--- config.mk ---
export PLATFORM = sky130hd
export DESIGN_NAME = tx_tail_stage
export DESIGN_NICKNAME = d
export VERILOG_FILES = /design/src/rtl/tail_pkg.sv /design/src/rtl/tail_crc_unit.sv /design/src/rtl/tail_len_counter.sv /design/src/rtl/tx_tail_stage.sv
export SDC_FILE = /design/constraint.sdc
export NUM_CORES = 1
export LEC_CHECK = 0
export CAP_MARGIN = 40
export CORE_ASPECT_RATIO = 0.6
export CORE_MARGIN = 2
export CORE_UTILIZATION = 55
export DETAILED_ROUTE_END_ITERATION = 10
export GPL_ROUTABILITY_DRIVEN = 1
export GPL_TIMING_DRIVEN = 0
export PLACE_DENSITY = 0.78
export SETUP_SLACK_MARGIN = 0.5
export SYNTH_ARGS = -nofsm -noshare
export SYNTH_HDL_FRONTEND = slang
export SYNTH_HIERARCHICAL = 1
export SYNTH_SLANG_ARGS = --single-unit
--- constraint.sdc ---
create_clock -name clk -period 3.7 [get_ports clk]
set_input_delay 0.555 -clock clk [delete_from_list [all_inputs] [get_ports clk]]
set_output_delay 0.555 -clock clk [all_outputs]
set_load 0.01 [all_outputs]
--- src/rtl/tail_pkg.sv ---
package tail_pkg;

    typedef enum logic [1:0] {
        ST_IDLE = 2'd0,
        ST_BODY = 2'd1,
        ST_PAD  = 2'd2,
        ST_FCS  = 2'd3
    } tail_state_t;

    localparam logic [31:0] CRC_POLY_REFL = 32'hEDB8_8320;
    localparam logic [31:0] CRC_SEED      = 32'hFFFF_FFFF;
    localparam logic [31:0] CRC_RESIDUE   = 32'hDEBB_20E3;

    // One byte of reflected CRC-32, least significant bit first.
    function automatic logic [31:0] crc_byte_step(input logic [31:0] c_in,
                                                  input logic [7:0]  d);
        logic [31:0] c;
        c = c_in ^ {24'd0, d};
        for (int b = 0; b < 8; b++) begin
            c = c[0] ? ((c >> 1) ^ CRC_POLY_REFL) : (c >> 1);
        end
        return c;
    endfunction

endpackage

--- src/rtl/tail_crc_unit.sv ---
module tail_crc_unit
    import tail_pkg::*;
#(
    parameter int DW = 8
) (
    input  logic          clk,
    input  logic          rst_n,
    input  logic          start,
    input  logic          upd,
    input  logic [DW-1:0] din,
    output logic [31:0]   crc_q,
    output logic [31:0]   crc_d
);

    logic [31:0] seed;

    // A new frame restarts from the seed value.
    always_comb begin
        seed  = start ? CRC_SEED : crc_q;
        crc_d = crc_byte_step(seed, din[7:0]);
    end

    always_ff @(posedge clk) begin
        if (!rst_n) begin
            crc_q <= CRC_SEED;
        end else if (upd) begin
            crc_q <= crc_d;
        end
    end

endmodule

--- src/rtl/tail_len_counter.sv ---
module tail_len_counter #(
    parameter int MAXV = 60,
    localparam int CW  = $clog2(MAXV + 1)
) (
    input  logic          clk,
    input  logic          rst_n,
    input  logic          start,
    input  logic          inc,
    output logic [CW-1:0] cnt
);

    logic [CW-1:0] base;
    logic [CW-1:0] nxt;

    // Saturates at MAXV: only "reached the minimum" matters.
    always_comb begin
        base = start ? '0 : cnt;
        nxt  = (base >= CW'(MAXV)) ? CW'(MAXV) : base + CW'(1);
    end

    always_ff @(posedge clk) begin
        if (!rst_n) begin
            cnt <= '0;
        end else if (inc) begin
            cnt <= nxt;
        end
    end

endmodule

--- src/rtl/tx_tail_stage.sv ---
module tx_tail_stage
    import tail_pkg::*;
#(
    parameter int MIN_BODY = 60,
    parameter int DW       = 8
) (
    input  logic          clk,
    input  logic          rst_n,
    input  logic          in_valid,
    output logic          in_ready,
    input  logic [DW-1:0] in_data,
    input  logic          in_sof,
    input  logic          in_eof,
    input  logic          in_nopad,
    input  logic          in_nocrc,
    output logic          out_valid,
    input  logic          out_ready,
    output logic [DW-1:0] out_data,
    output logic          out_sof,
    output logic          out_eof
);

    localparam int FCS_BYTES = 32 / DW;
    localparam int IDX_W     = $clog2(FCS_BYTES);
    localparam int CW        = $clog2(MIN_BODY + 1);

    tail_state_t    state_q, state_d;
    logic           pad_en_q, crc_en_q;
    logic [31:0]    fcs_hold;
    logic [IDX_W-1:0] fcs_idx;
    logic [CW-1:0]  body_cnt;
    logic [31:0]    crc_q, crc_d;

    logic           idle;
    logic           fire;
    logic           eff_pad_en, eff_crc_en;
    logic [CW:0]    body_after;
    logic           need_pad;
    logic           tail_after_end;
    logic           body_beat;

    assign idle = (state_q == ST_IDLE);

    // Controls come straight from the port on the first byte and from the latch afterwards.
    always_comb begin
        eff_pad_en     = idle ? !in_nopad : pad_en_q;
        eff_crc_en     = idle ? (!in_nopad || !in_nocrc) : crc_en_q;
        body_after     = idle ? (CW+1)'(1) : ({1'b0, body_cnt} + (CW+1)'(1));
        need_pad       = eff_pad_en && (body_after < (CW+1)'(MIN_BODY));
        tail_after_end = need_pad || eff_crc_en;
    end

    // Output process
    always_comb begin
        out_valid = 1'b0;
        out_data  = '0;
        out_sof   = 1'b0;
        out_eof   = 1'b0;
        in_ready  = 1'b0;
        unique case (state_q)
            ST_IDLE: begin
                out_valid = in_valid && in_sof;
                out_data  = in_data;
                out_sof   = 1'b1;
                out_eof   = in_eof && !tail_after_end;
                in_ready  = in_sof ? out_ready : 1'b1;
            end
            ST_BODY: begin
                out_valid = in_valid;
                out_data  = in_data;
                out_eof   = in_eof && !tail_after_end;
                in_ready  = out_ready;
            end
            ST_PAD: begin
                out_valid = 1'b1;
                out_data  = '0;
            end
            ST_FCS: begin
                out_valid = 1'b1;
                out_data  = fcs_hold[DW*fcs_idx +: DW];
                out_eof   = (fcs_idx == IDX_W'(FCS_BYTES - 1));
            end
        endcase
    end

    assign fire      = out_valid && out_ready;
    assign body_beat = fire && (state_q != ST_FCS);

    // Next-state process
    always_comb begin
        state_d = state_q;
        unique case (state_q)
            ST_IDLE, ST_BODY: begin
                if (fire) begin
                    if (!in_eof)       state_d = ST_BODY;
                    else if (need_pad) state_d = ST_PAD;
                    else if (eff_crc_en) state_d = ST_FCS;
                    else               state_d = ST_IDLE;
                end
            end
            ST_PAD: begin
                if (fire && (body_cnt == CW'(MIN_BODY - 1))) state_d = ST_FCS;
            end
            ST_FCS: begin
                if (fire && out_eof) state_d = ST_IDLE;
            end
        endcase
    end

    // State register and per-frame latches
    always_ff @(posedge clk) begin
        if (!rst_n) begin
            state_q  <= ST_IDLE;
            pad_en_q <= 1'b0;
            crc_en_q <= 1'b0;
            fcs_hold <= '0;
            fcs_idx  <= '0;
        end else begin
            state_q <= state_d;
            if (idle && fire) begin
                pad_en_q <= !in_nopad;
                crc_en_q <= !in_nopad || !in_nocrc;
            end
            if (state_d == ST_FCS && state_q != ST_FCS) begin
                fcs_hold <= ~crc_d;
                fcs_idx  <= '0;
            end else if (state_q == ST_FCS && fire) begin
                fcs_idx <= fcs_idx + IDX_W'(1);
            end
        end
    end

    tail_crc_unit #(.DW(DW)) u_crc (
        .clk   (clk),
        .rst_n (rst_n),
        .start (idle),
        .upd   (fire),
        .din   (out_data),
        .crc_q (crc_q),
        .crc_d (crc_d)
    );

    tail_len_counter #(.MAXV(MIN_BODY)) u_len (
        .clk   (clk),
        .rst_n (rst_n),
        .start (idle),
        .inc   (body_beat),
        .cnt   (body_cnt)
    );

    // a byte taken from the input leaves at once, unchanged
    a_r1_same_cycle: assert property (@(posedge clk) disable iff (!rst_n)
        (in_valid && in_ready && !(idle && !in_sof)) |-> (out_valid && out_ready && out_data == in_data));

    // a padded frame reaches its check sequence only after the minimum body
    a_r2_min_body: assert property (@(posedge clk) disable iff (!rst_n)
        (state_q == ST_FCS && pad_en_q) |-> (body_cnt >= CW'(MIN_BODY)));

    // the CRC over body plus check bytes ends on the fixed residue
    a_r3_fcs_residue: assert property (@(posedge clk) disable iff (!rst_n)
        (state_q == ST_FCS && fire && out_eof) |=> (crc_q == CRC_RESIDUE));

    // the end marker returns the stage to idle
    a_r7_eof_to_idle: assert property (@(posedge clk) disable iff (!rst_n)
        (fire && out_eof) |=> idle);

    // a generated byte holds while stalled
    a_r9_tail_hold: assert property (@(posedge clk) disable iff (!rst_n)
        (out_valid && !out_ready && (state_q == ST_PAD || state_q == ST_FCS))
        |=> (out_valid && $stable(out_data) && $stable(out_eof)));

endmodule

==> metrics.txt <==
layout cells sized above 1 16.3%; crit-path max cell delay 0.51 ns; WHS Endpoint fcs_hold[21]; Placer Congestion 1.00; PD cells 433 nW/um^2; TritonCTS clock tree yes; Placed Instances 686; Core ar. 8460 um^2; Syn Std Cell Area 4770 um^2; status finished, final reports clean; Setup WS pre-CTS -0.0825 ns; Int Power 1.72 mW; Syn Area/Cell 8.70 um^2; CTS Buf Count 9; Slew Limit Fails 0; die height 76.1 um; Rows 26; Tmin final 3.17 ns; Unique masters post-synth 61; synthesis-stage register bit count 76; most frequent cell after synthesis dfxtp_1; via count 4257; Die Area 9450 um^2; maximum vdd drop 0.259 mV; R2R depth 13; final core utilization 68.0%; vias in the first global route 4042; Crit-path slowest cell mux4_2; # IOs 28; GRT Resource Usage Total 31.8%; Post-synth ARST share 0%; CTS root buf clkbuf_16; drt wl/cell 19.9 um; final period utilization 85.7%; synth cell count leaders 76 x dfxtp_1, 72 x nor2_1, 57 x nand2_1; share of total power in combinational logic 28.6%; CTS Hold Bufs 0; R2R setup slack 0.53 ns; mux cell area share after synthesis 11.1%; Post-Synth Adder-Cell Area 0.525%; Seq/Total Area, Yosys 31.9%; setup slack after layout 0.528 ns; critical-path maximum fanout 5; launching point of the worst reg2reg path fcs_idx[0]; Post-DRT Antenna Nets 0; max cap viols 0; Total Nets Final 620; largest family of logic cells by synthesized area simple AND/OR/NAND/NOR gates; first-pass GRT wire length 22200 um; clk_lat worst skew 0.35 ns; hold path start fcs_hold[21]; DRT Wirelength 14400 um; die width 124 um; setup tns final 0 ns; Worst Hold Class reg -> reg; Clk pwr share 36.0%; CP most frequent cell xnor2_1; Final Power 2.49 mW; crit-path cells buf_8, mux4_2, nand3_1, o21ai_1, buf_4, xnor2_1, or3_4, a211o_1, a211o_4, nand2_4, xnor2_1, nand2b_1, mux2i_1; Area Growth Syn to Fin 20.7%; Setup Viol. Count Final 0; Synth Area in Simple Gates 22.1%; Sequential Power Share 35.4%; HPWL after DPL 10300 um; Synth Area in XOR/XNOR 18.2%; YS warnings 6; Hold Fails Final Rpt 0; Lkg Pwr 2.16 nW; worst setup path class reg -> reg; share of the synthesized area in the top cell type 31.9%; H-tree depth 3; Post-Synthesis Cells 548; Net Switching 0.772 mW; clk_skew 0.00765 ns; clock-pin slew on the worst setup and hold paths 0.06 ns; Residual DRC 0; top cells by area, synth dfxtp_1 32%, xnor2_1 9.2%, mux2i_1 7.4%, nor2_1 5.7%, nand2b_1 4.6%; startpoint types register; final std cells w/o fill 720; Clock Sinks 76; post-synthesis compound-gate area fraction 10.2%; # port buffers 26; DRT Pass-1 Iters 5; clk buf depth 2; Slew @ Worst Pin 0.692 ns; largest net degree at the start of global routing 17; Starting Density 56.3%; Synth Flop Type dfxtp_1; worst hold path depth 2; Vias/cell 5.91; antenna violations before repair 1; First DRT Iteration DRCs 410; Worst EP required 3.97 ns; CP Capture Type register; sw frac 31.0%; reg-to-reg endpoint fcs_hold[20]; CP Data Arrival Time 3.44 ns; Slew HR 53.8%; Fmax 315 MHz; GRT overflow 0; Post-synth EDFFs 0; syn_nets 566; RSZ-0062 raised after global routing yes; area leader, netlist dfxtp_1
==> worst max-delay path, delay by kind of cell, from the launching register on <==
family | cells | cell delay, ns
buffers and inverters | 2 | 0.31
muxes | 2 | 0.68
and+or+nand+nor | 4 | 0.75
AOI/OAI and AO/OA | 3 | 0.76
DFF | 1 | 0.37
xor gates and xnor gates | 2 | 0.24
==> timing repair <==
item,in CTS,in global routing
setup buffers,12,4
endpoints found under the setup margin,41,24
resized for setup,17,24
pin swaps,5,8
cloned,1,0
==> cell usage in the layout (no fill, tap or decap), types with 3 or more instances in the layout <==
| cell type | n |
|---|---|
| a211o_1 | 8 |
| a211oi_2 | 3 |
| a21oi_1 | 7 |
| buf_12 | 3 |
| buf_2 | 5 |
| buf_4 | 21 |
| clkbuf_1 | 16 |
| clkbuf_16 | 9 |
| clkbuf_2 | 4 |
| clkdlybuf4s50_1 | 26 |
| clkinv_4 | 3 |
| dfxtp_1 | 75 |
| inv_1 | 13 |
| mux2i_1 | 35 |
| mux4_2 | 8 |
| nand2_1 | 56 |
| nand2b_1 | 35 |
| nand3_1 | 18 |
| nor2_1 | 72 |
| nor2b_1 | 9 |
| nor3_1 | 8 |
| o211ai_1 | 3 |
| o21ai_0 | 19 |
| o21ai_1 | 7 |
| o21ai_2 | 4 |
| or2_1 | 3 |
| xnor2_1 | 45 |
| xnor2_2 | 7 |
| xnor2_4 | 3 |
| xnor3_1 | 4 |
| xnor3_2 | 3 |
| xor2_1 | 19 |
==> per-stage QoR <==
step / cell area (um^2) / hold WS (ns)
detailed placement: 5170 / 0.444
CTS: 5620 / 0.460
finish: 5750 / 0.462
global route: 5750 / 0.475
floorplan: 4770 / 0.432
global placement: 5170 / 0.439
==> layer usage <==
| metal | GRT usage, % | vias to the layer above | share of wire, % |
|---|---|---|---|
| li1 | - | 1959 | - |
| met3 | 13.8 | 25 | 14 |
| met4 | 6.52 | 0 | 1.1 |
| met2 | 42.2 | 253 | 41 |
| met1 | 47.4 | 2020 | 45 |
| met5 | 0 | - | 0 |
==> how the worst max path moves through the flow <==
stage	start	to	slack (ns)	cells after the start
global route	fcs_idx[0]	fcs_hold[20]	0.43	13
detailed placement	state_q[1]	fcs_hold[20]	-0.08	12
finish	fcs_idx[0]	fcs_hold[20]	0.53	13
global placement	state_q[1]	fcs_hold[20]	0.05	12
floorplan	fcs_idx[0]	fcs_hold[20]	0.54	13
CTS	fcs_idx[0]	fcs_hold[20]	0.48	13
==> flip-flops by register name (all words and copies together), names as in the netlist <==
signal,cells
fcs_hold,32
fcs_idx,2
state_q,2
pad_en_q,1
u_len/cnt,6
crc_en_q,1
u_crc/crc_q,32
==> area by class of cell <==
class | instances | area (um^2)
multi-input combinational | 418 | 3080
fill | 672 | 2710
sequential | 76 | 1530
timing repair buffer | 43 | 388
buffer | 39 | 255
clock buffer | 9 | 225
tap | 112 | 140
clock inverter | 7 | 75.1
inverter | 15 | 56.3
antenna | 1 | 2.50
==> logic make-up (layout without fill, tap and decap cells) <==
kind of cell / count (synthesis) / after routing
and+or+nand+nor: 220 / 220
xor gates and xnor gates: 81 / 81
DFF: 76 / 76
AOI/OAI and AO/OA: 72 / 72
buffers and inverters: 54 / 113
muxes: 43 / 43
adders and majority gates: 2 / 2
other: 0 / 1
==> power by group through the flow <==
stage	clock, mW	combinational (mW)	sequential (mW)
4_1_cts	0.906	0.665	0.880
5_1_grt	0.944	0.756	0.884
6_report	0.895	0.713	0.880
2_1_floorplan	0	0.465	0.890
3_5_place_dp	0	0.627	0.898
3_3_place_gp	0	0.616	0.897
Note: power is estimated with default switching activity, not from simulation.
